### config.mk
export PLATFORM = sky130hd
export DESIGN_NAME = pinbank_regs
export DESIGN_NICKNAME = d
export VERILOG_FILES = /design/src/rtl/pinbank_pkg.sv /design/src/rtl/pinbank_sync.sv /design/src/rtl/pinbank_port.sv /design/src/rtl/pinbank_regs.sv
export SDC_FILE = /design/constraint.sdc
export NUM_CORES = 1
export LEC_CHECK = 0
export BUFFER_PORTS_ARGS = -buffer_cell sky130_fd_sc_hd__buf_2
export CELL_PAD_IN_SITES_DETAIL_PLACEMENT = 2
export CELL_PAD_IN_SITES_GLOBAL_PLACEMENT = 2
export CORE_ASPECT_RATIO = 0.5
export CORE_UTILIZATION = 31
export CTS_BUF_LIST = sky130_fd_sc_hd__clkbuf_8
export DETAILED_ROUTE_END_ITERATION = 6
export GPL_ROUTABILITY_DRIVEN = 1
export PLACE_DENSITY_LB_ADDON = 0.12
export SYNTH_ARGS = -nofsm -noshare
export SYNTH_HDL_FRONTEND = slang
export SYNTH_HIERARCHICAL = 1
export SYNTH_SLANG_ARGS = --single-unit
### constraint.sdc
create_clock -name clk -period 1.3 [get_ports clk]
set_input_delay 0.065 -clock clk [delete_from_list [all_inputs] [get_ports clk]]
set_output_delay 0.065 -clock clk [all_outputs]
set_load 0.01 [all_outputs]
### src/rtl/pinbank_pkg.sv
package pinbank_pkg;
  // Control and level groups; the index is the group offset divided by the group step.
  typedef enum logic [1:0] {
    GRP_MODE  = 2'd0,
    GRP_DRVEN = 2'd1,
    GRP_DRVAL = 2'd2,
    GRP_LEVEL = 2'd3
  } grp_e;

  localparam int NUM_CTL_GRPS  = 3;
  localparam int PORT_REG_STEP = 4;
endpackage

### src/rtl/pinbank_sync.sv
module pinbank_sync #(
  parameter int W      = 32,
  parameter int STAGES = 2
) (
  input  logic         clk,
  input  logic         rst_n,
  input  logic [W-1:0] d_i,
  output logic [W-1:0] q_o
);
  logic [W-1:0] stage_q [STAGES];
  logic [W-1:0] stage_d [STAGES];

  always_comb begin
    stage_d[0] = d_i;
    for (int s = 1; s < STAGES; s++) stage_d[s] = stage_q[s-1];
  end

  always_ff @(posedge clk or negedge rst_n) begin
    if (!rst_n) begin
      for (int s = 0; s < STAGES; s++) stage_q[s] <= '0;
    end else begin
      for (int s = 0; s < STAGES; s++) stage_q[s] <= stage_d[s];
    end
  end

  assign q_o = stage_q[STAGES-1];
endmodule

### src/rtl/pinbank_port.sv
module pinbank_port
  import pinbank_pkg::*;
#(
  parameter int W = 8
) (
  input  logic                     clk,
  input  logic                     rst_n,
  input  logic [NUM_CTL_GRPS-1:0]  wr_en,
  input  logic                     masked,
  input  logic [W-1:0]             wsel,
  input  logic [W-1:0]             wval,
  output logic [NUM_CTL_GRPS*W-1:0] regs_q
);
  logic [W-1:0] eff_sel;

  assign eff_sel = masked ? wsel : {W{1'b1}};

  for (genvar g = 0; g < NUM_CTL_GRPS; g++) begin : g_grp
    logic [W-1:0] byte_q;
    logic [W-1:0] byte_d;

    always_comb begin
      byte_d = (byte_q & ~eff_sel) | (wval & eff_sel);
    end

    always_ff @(posedge clk or negedge rst_n) begin
      if (!rst_n)        byte_q <= '0;
      else if (wr_en[g]) byte_q <= byte_d;
    end

    assign regs_q[g*W +: W] = byte_q;
  end
endmodule

### src/rtl/pinbank_regs.sv
module pinbank_regs
  import pinbank_pkg::*;
#(
  parameter int PORTS         = 4,
  parameter int PINS_PER_PORT = 8,
  parameter int BANK_STRIDE   = 256,
  parameter int MASK_OFS      = 128,
  parameter int GROUP_STEP    = 16,
  parameter int SYNC_STAGES   = 2,
  parameter int DATA_W        = 32
) (
  input  logic                                clk,
  input  logic                                rst_n,
  input  logic [$clog2(BANK_STRIDE)-1:0]      bus_addr,
  input  logic                                bus_we,
  input  logic [DATA_W-1:0]                   bus_wdata,
  output logic [DATA_W-1:0]                   bus_rdata,
  input  logic [PORTS*PINS_PER_PORT-1:0]      pad_in,
  output logic [PORTS*PINS_PER_PORT-1:0]      pad_out,
  output logic [PORTS*PINS_PER_PORT-1:0]      pad_oe,
  output logic [PORTS*PINS_PER_PORT-1:0]      pin_level
);
  localparam int PPP    = PINS_PER_PORT;
  localparam int PINS   = PORTS * PPP;
  localparam int REGW   = NUM_CTL_GRPS * PPP;

  // ---------------- address decode ----------------
  logic [31:0] a_full, rel, grp_idx, prt_idx;
  logic        in_alias, addr_ok, hit_ctl, hit_lvl;

  always_comb begin
    a_full   = 32'(bus_addr);
    in_alias = (a_full >= 32'(MASK_OFS)) && (a_full < 32'(2 * MASK_OFS));
    rel      = in_alias ? (a_full - 32'(MASK_OFS)) : a_full;
    grp_idx  = rel / 32'(GROUP_STEP);
    prt_idx  = (rel % 32'(GROUP_STEP)) / 32'(PORT_REG_STEP);
    addr_ok  = (rel % 32'(PORT_REG_STEP) == 32'd0) && (prt_idx < 32'(PORTS))
               && (rel < 32'(MASK_OFS));
    hit_ctl  = addr_ok && (grp_idx < 32'(NUM_CTL_GRPS));
    hit_lvl  = addr_ok && (grp_idx == 32'(GRP_LEVEL)) && !in_alias;
  end

  // ---------------- per-port register sets ----------------
  logic [NUM_CTL_GRPS-1:0] port_wr  [PORTS];
  logic [REGW-1:0]         port_regs[PORTS];
  logic [PINS-1:0]         lvl_sync;

  always_comb begin
    for (int p = 0; p < PORTS; p++) begin
      for (int g = 0; g < NUM_CTL_GRPS; g++) begin
        port_wr[p][g] = bus_we && hit_ctl && (prt_idx == 32'(p)) && (grp_idx == 32'(g));
      end
    end
  end

  for (genvar p = 0; p < PORTS; p++) begin : g_port
    pinbank_port #(.W(PPP)) u_port (
      .clk    (clk),
      .rst_n  (rst_n),
      .wr_en  (port_wr[p]),
      .masked (in_alias),
      .wsel   (bus_wdata[2*PPP-1:PPP]),
      .wval   (bus_wdata[PPP-1:0]),
      .regs_q (port_regs[p])
    );

    logic [PPP-1:0] mode_b, en_b, val_b;
    assign mode_b = port_regs[p][int'(GRP_MODE)*PPP  +: PPP];
    assign en_b   = port_regs[p][int'(GRP_DRVEN)*PPP +: PPP];
    assign val_b  = port_regs[p][int'(GRP_DRVAL)*PPP +: PPP];

    assign pad_oe [p*PPP +: PPP] = mode_b & en_b;
    assign pad_out[p*PPP +: PPP] = val_b;
  end

  // ---------------- pad synchroniser ----------------
  pinbank_sync #(.W(PINS), .STAGES(SYNC_STAGES)) u_sync (
    .clk   (clk),
    .rst_n (rst_n),
    .d_i   (pad_in),
    .q_o   (lvl_sync)
  );

  assign pin_level = lvl_sync;

  // ---------------- read mux ----------------
  logic [PPP-1:0] rd_byte;

  always_comb begin
    rd_byte = '0;
    for (int p = 0; p < PORTS; p++) begin
      if (prt_idx == 32'(p)) begin
        if (hit_ctl) begin
          for (int g = 0; g < NUM_CTL_GRPS; g++) begin
            if (grp_idx == 32'(g)) rd_byte = port_regs[p][g*PPP +: PPP];
          end
        end else if (hit_lvl) begin
          rd_byte = lvl_sync[p*PPP +: PPP];
        end
      end
    end
    bus_rdata = '0;
    bus_rdata[PPP-1:0] = rd_byte;
  end
endmodule

Yosys cells after proc, flatten, opt, wreduce, memory -nomap -nowiden --
Cells that the tools add are included.
Word-level totals: register bits 160, bits of input ports 75, output and inout port bits 128, logic and storage cells 107
Cells by class: $add $sub $neg 1, order comparisons 4, equality and inequality tests 6, mux-type cells 26, bitwise gates (word level) 30, reductions and logical operators 26
Operators by type and width (number):
- $mux 8 | 25
- $and 8x8->8 | 17
- $logic_not 32->1 | 3
- $or 8x8->8 | 12
- $eq 28x2->1 const B | 2
- $lt 32x8->1 const B | 1
- $mux 32 | 1
- $eq 28x1->1 const B | 1
- $lt 28x2->1 const B | 1
- $logic_and 1x1->1 | 22
- $sub 8x8->9 const B | 1
- $ge 8x8->1 const B | 1
- $not 8->8 | 1
- $eq 2x2->1 const B | 2
- $lt 2x3->1 const B | 1
- $eq 2x1->1 const B | 1
- $logic_not 1->1 | 1

Longest topological paths before layout --
word-level depth 25, gate-level depth with buffers 8, gate-level depth less buffers 6

By module --
The synthesis kept the hierarchy.
By module, submodules not included:
- pinbank_port | instances 4, cells each 83, area an instance 1026.0 sq um, sequential area each 600.6 sq um
- pinbank_regs | instances 1, cells each 291, area an instance 1904.3 sq um, sequential area each 0.0 sq um
- pinbank_sync | instances 1, cells each 64, area an instance 1601.5 sq um, sequential area each 1601.5 sq um

Worst setup path before layout --
Ideal clock, no wire load.
path type input to register, start in bus_addr[1], end reg with a tool-made name, library setup time 0.127 ns, arrival 1.499 ns, required time 1.173 ns, path slack -0.326 ns, stages 8, path buffers 2, cells stage by stage or3_4 > a21oi_2 > buf_4 > nand3_1 > nor2_1 > buf_2 > nand2_1 > mux2_1
RTL lines:
- start, declared | line pinbank_regs.sv:14 | input logic [$clog2(BANK_STRIDE)-1:0] bus_addr,

==> metrics.txt <==
# TYPE chip_impl_metric gauge
chip_impl_metric{name="timing.final.max_slew_violations",unit=""} 0
chip_impl_metric{name="final.setup_skew",unit="ns"} 0.00735
chip_impl_metric{name="grt_pass1_vias",unit=""} 7665
chip_impl_metric{name="boundaryPins",unit=""} 203
chip_impl_metric{name="clk_transition_reported_paths",unit="ns"} 0.10
chip_impl_metric{name="totalWireLength",unit="mm"} 32.7
chip_impl_metric{name="layout_cells_sized_above_1",unit=""} 0.542
chip_impl_metric{name="coreArea",unit="sq um"} 24000
chip_impl_metric{name="cell_internal_pwr",unit="mW"} 7.57
chip_impl_metric{name="critical-path-max-stage-delay",unit="ns"} 0.41
chip_impl_info{name="most-common-layout-cells",value="dfrtp_1 (160), buf_4 (125), buf_2 (119), buf_6 (95), mux2_2 (86)"} 1
chip_impl_metric{name="yosys.cell_types.count",unit=""} 53
chip_impl_metric{name="ant_nets",unit=""} 0
chip_impl_metric{name="power.switching",unit="mW"} 3.35
chip_impl_metric{name="drtIter0Drc",unit=""} 302
chip_impl_metric{name="cts_htree_levels",unit=""} 4
chip_impl_metric{name="vdd.ir_drop.worst",unit="mV"} 0.733
chip_impl_metric{name="ys_async_sr_fraction",unit=""} 1.00
chip_impl_metric{name="globalRouteOverflowTotal",unit=""} 0
chip_impl_info{name="critical-path-slowest-cell",value="dfrtp_1"} 1
chip_impl_metric{name="diodes",unit=""} 0
chip_impl_info{name="timing_worst_setup_path_type",value="flop to output port"} 1
chip_impl_info{name="crit_chain",value="mux2_4 -> o22a_1 -> o211ai_1 -> o21ai_1 -> or3_4 -> buf_6"} 1
chip_impl_metric{name="fp.dieH",unit="um"} 113
chip_impl_metric{name="grt_first_pass_wirelength",unit="mm"} 47.8
chip_impl_metric{name="max_slew_headroom",unit=""} 0.656
chip_impl_metric{name="finalNetCount",unit=""} 1135
chip_impl_info{name="crit_family",value="compound AO/OA/AOI/OAI gates"} 1
chip_impl_metric{name="static-leakage-power",unit="nW"} 5.75
chip_impl_metric{name="routed_wire_length_per_instance",unit="um"} 23.6
chip_impl_metric{name="detail_route.vias_per_cell",unit=""} 4.87
chip_impl_metric{name="hold-worst-slack",unit="ns"} 0.0284
chip_impl_metric{name="start_util",unit=""} 0.317
chip_impl_metric{name="drt_drc_violations_left",unit=""} 0
chip_impl_metric{name="setup_tns",unit="ns"} -10.08
chip_impl_info{name="hold_path_class",value="input pin to async pin"} 1
chip_impl_metric{name="die_ar",unit="sq um"} 25200
chip_impl_metric{name="vias",unit=""} 6762
chip_impl_metric{name="clkPwrFrac",unit=""} 0.326
chip_impl_info{name="synthTopCellsByArea",value="dfrtp_1 (53%), mux2_2 (13%), nand2_1 (5.4%)"} 1
chip_impl_metric{name="netlist_instances",unit=""} 687
chip_impl_metric{name="i_o_buffers",unit=""} 162
chip_impl_metric{name="pin_count_of_the_biggest_net_entering_global_routing",unit=""} 42
chip_impl_metric{name="drt_pre_antenna_iters",unit=""} 4
chip_impl_metric{name="comb_power_frac",unit=""} 0.177
chip_impl_info{name="rsz_0062_raised_after_global_routing",value="true"} 1
chip_impl_info{name="clock_tree.root_cell",value="clkbuf_8"} 1
chip_impl_info{name="synthFlopType",value="dfrtp_1"} 1
chip_impl_metric{name="sequentialPowerShare",unit=""} 0.497
chip_impl_metric{name="worstSkewPairLatency",unit="ns"} 0.51
chip_impl_info{name="cts_tree",value="yes"} 1
chip_impl_metric{name="finalWeightedCongestion",unit=""} 0.880
chip_impl_metric{name="yosys_warnings",unit=""} 6
chip_impl_metric{name="switching_share",unit=""} 0.307
chip_impl_metric{name="grt_use_total",unit=""} 0.261
chip_impl_metric{name="cts_made_buffers",unit=""} 17
chip_impl_metric{name="yosysSeqAreaShare",unit=""} 0.526
chip_impl_metric{name="detailedPlace.worstSlack",unit="ns"} -0.664
chip_impl_metric{name="post_synth_instance_area",unit="sq um"} 7610
chip_impl_info{name="mostFrequentLayoutCell",value="dfrtp_1"} 1
chip_impl_metric{name="hpwl",unit="mm"} 23.4
chip_impl_metric{name="synth_enable_flop_cells",unit=""} 0
chip_impl_metric{name="final-setup-viol-count",unit=""} 87
chip_impl_metric{name="finish.utilization",unit=""} 0.489
chip_impl_metric{name="fin_crit",unit="ns"} 2.15
chip_impl_metric{name="tightestPinTransition",unit="ns"} 0.515
chip_impl_metric{name="timing.max_cap.violations",unit=""} 0
chip_impl_metric{name="arrival",unit="ns"} 2.08
chip_impl_info{name="violations_in_the_final_reports",value="setup timing"} 1
chip_impl_metric{name="critical_path.n_buffers_inverters",unit=""} 1
chip_impl_metric{name="critPathRequiredTime",unit="ns"} 1.24
chip_impl_metric{name="die_x",unit="um"} 224
chip_impl_metric{name="final_min_period_over_clock_period",unit=""} 1.65
chip_impl_metric{name="synth_largest_type_area_fraction",unit=""} 0.526
chip_impl_metric{name="cts_max_path_buffers",unit=""} 2
chip_impl_metric{name="grt_antenna_before_repair",unit=""} 0
chip_impl_metric{name="ys_seq_elements",unit=""} 160
chip_impl_metric{name="power",unit="mW"} 10.9
chip_impl_metric{name="worst_slack",unit="ns"} -0.847
chip_impl_metric{name="cts_num_sinks",unit=""} 160
chip_impl_info{name="outcome",value="complete, but fails checks"} 1
chip_impl_info{name="crit_path_start_kind",value="flop"} 1
chip_impl_metric{name="crit_fanout",unit=""} 2
chip_impl_info{name="synthDominantAreaCellType",value="dfrtp_1"} 1
chip_impl_metric{name="avgSynthCellArea",unit="sq um"} 11.1
chip_impl_metric{name="syn_to_final_growth",unit="%"} 54.4
chip_impl_info{name="critical_path.endpoint_type",value="output port"} 1
chip_impl_metric{name="report.final.hold_viol_count",unit=""} 0
chip_impl_metric{name="max_clock_freq",unit="GHz"} 0.466
chip_impl_metric{name="power_per_cell_area",unit="nW/um^2"} 930
chip_impl_metric{name="rows",unit=""} 40
final timing paths:
path / from / to / slack [ns] / cells past startpoint
max: flop / bus_rdata[5] / -0.85 / 6
min: rst_n / async pin / 0.03 / 2
max reg2reg: flop / flop / 0.15 / 4
min reg2reg: u_sync/stage_d[29] / u_sync/q_o[29] / 0.35 / 0
max in group asynchronous: rst_n / async pin / 0.68 / 3
min in group clk: bus_wdata[8] / flop / 0.12 / 4
cell families (layout without fill, tap and decap cells):
group / count (synthesis) / count (layout) / synth area share
AND/OR/NAND/NOR: 250 / 250 / 0.161
flip-flops: 160 / 160 / 0.526
multiplexers: 125 / 125 / 0.182
AO/OA/AOI/OAI: 86 / 86 / 0.0796
buffers and inverters: 65 / 428 / 0.0513
other: 1 / 24 / 0.000493
metal layers:
layer	wire, um	vias to the layer above	track usage
met3	1610	39	0.0561
met4	612	0	0.0799
met5	0	-	0
met1	14700	3517	0.344
li1	-	3065	-
met2	15800	141	0.431
final cells by class:
class / instances / area (sq um)
Timing Repair Buffer: 388 / 3160
Fill cell: 2431 / 12300
Multi-Input combinational cell: 485 / 3800
Clock inverter: 15 / 123
Sequential cell: 160 / 4000
Tap cell: 315 / 394
Clock buffer: 17 / 234
Inverter: 8 / 30.0
through the flow:
stage | instances | area (sq um)
2_1_floorplan | 710 | 7850
3_3_place_gp | 1302 | 10000
3_5_place_dp | 1302 | 10000
4_1_cts | 1380 | 11300
5_1_grt | 1388 | 11800
6_report | 1388 | 11800
Yosys cell counts (all sizes together) (3+ instances only):
cell and n:
dfrtp 160, nand2 110, mux2 104, buf 52, nand2b 36, and2 33, nor2 30, mux2i 21
a21oi 16, o21ai 13, o22ai 11, nor3 10, inv 8, a31oi 7, a22oi 6, nor2b 6
clkbuf 5, nand3 5, or3 5, o2bb2ai 4, or2 4, a211oi 3, a32oi 3, and3 3
nand3b 3, nor4 3, o211a 3, o21a 3, o22a 3
repair_timing:
action                                 in CTS  in global routing
buffers inserted                           25                 23
pin swaps                                  39                 27
hold buffers                               41                  0
gates resized for setup                   126                 97
endpoints found under the hold margin     282                  0
setup endpoints to repair                  79                109
power by group through the flow:
stage	registers, mW	logic, mW	clock network (mW)
finish	5.43	1.94	3.56
global route	5.46	2.06	3.86
CTS	5.42	1.80	3.66
detailed placement	5.51	1.57	0
global placement	5.49	1.52	0
floorplan	5.49	0.650	0
Power figures use the tool's default switching activity.
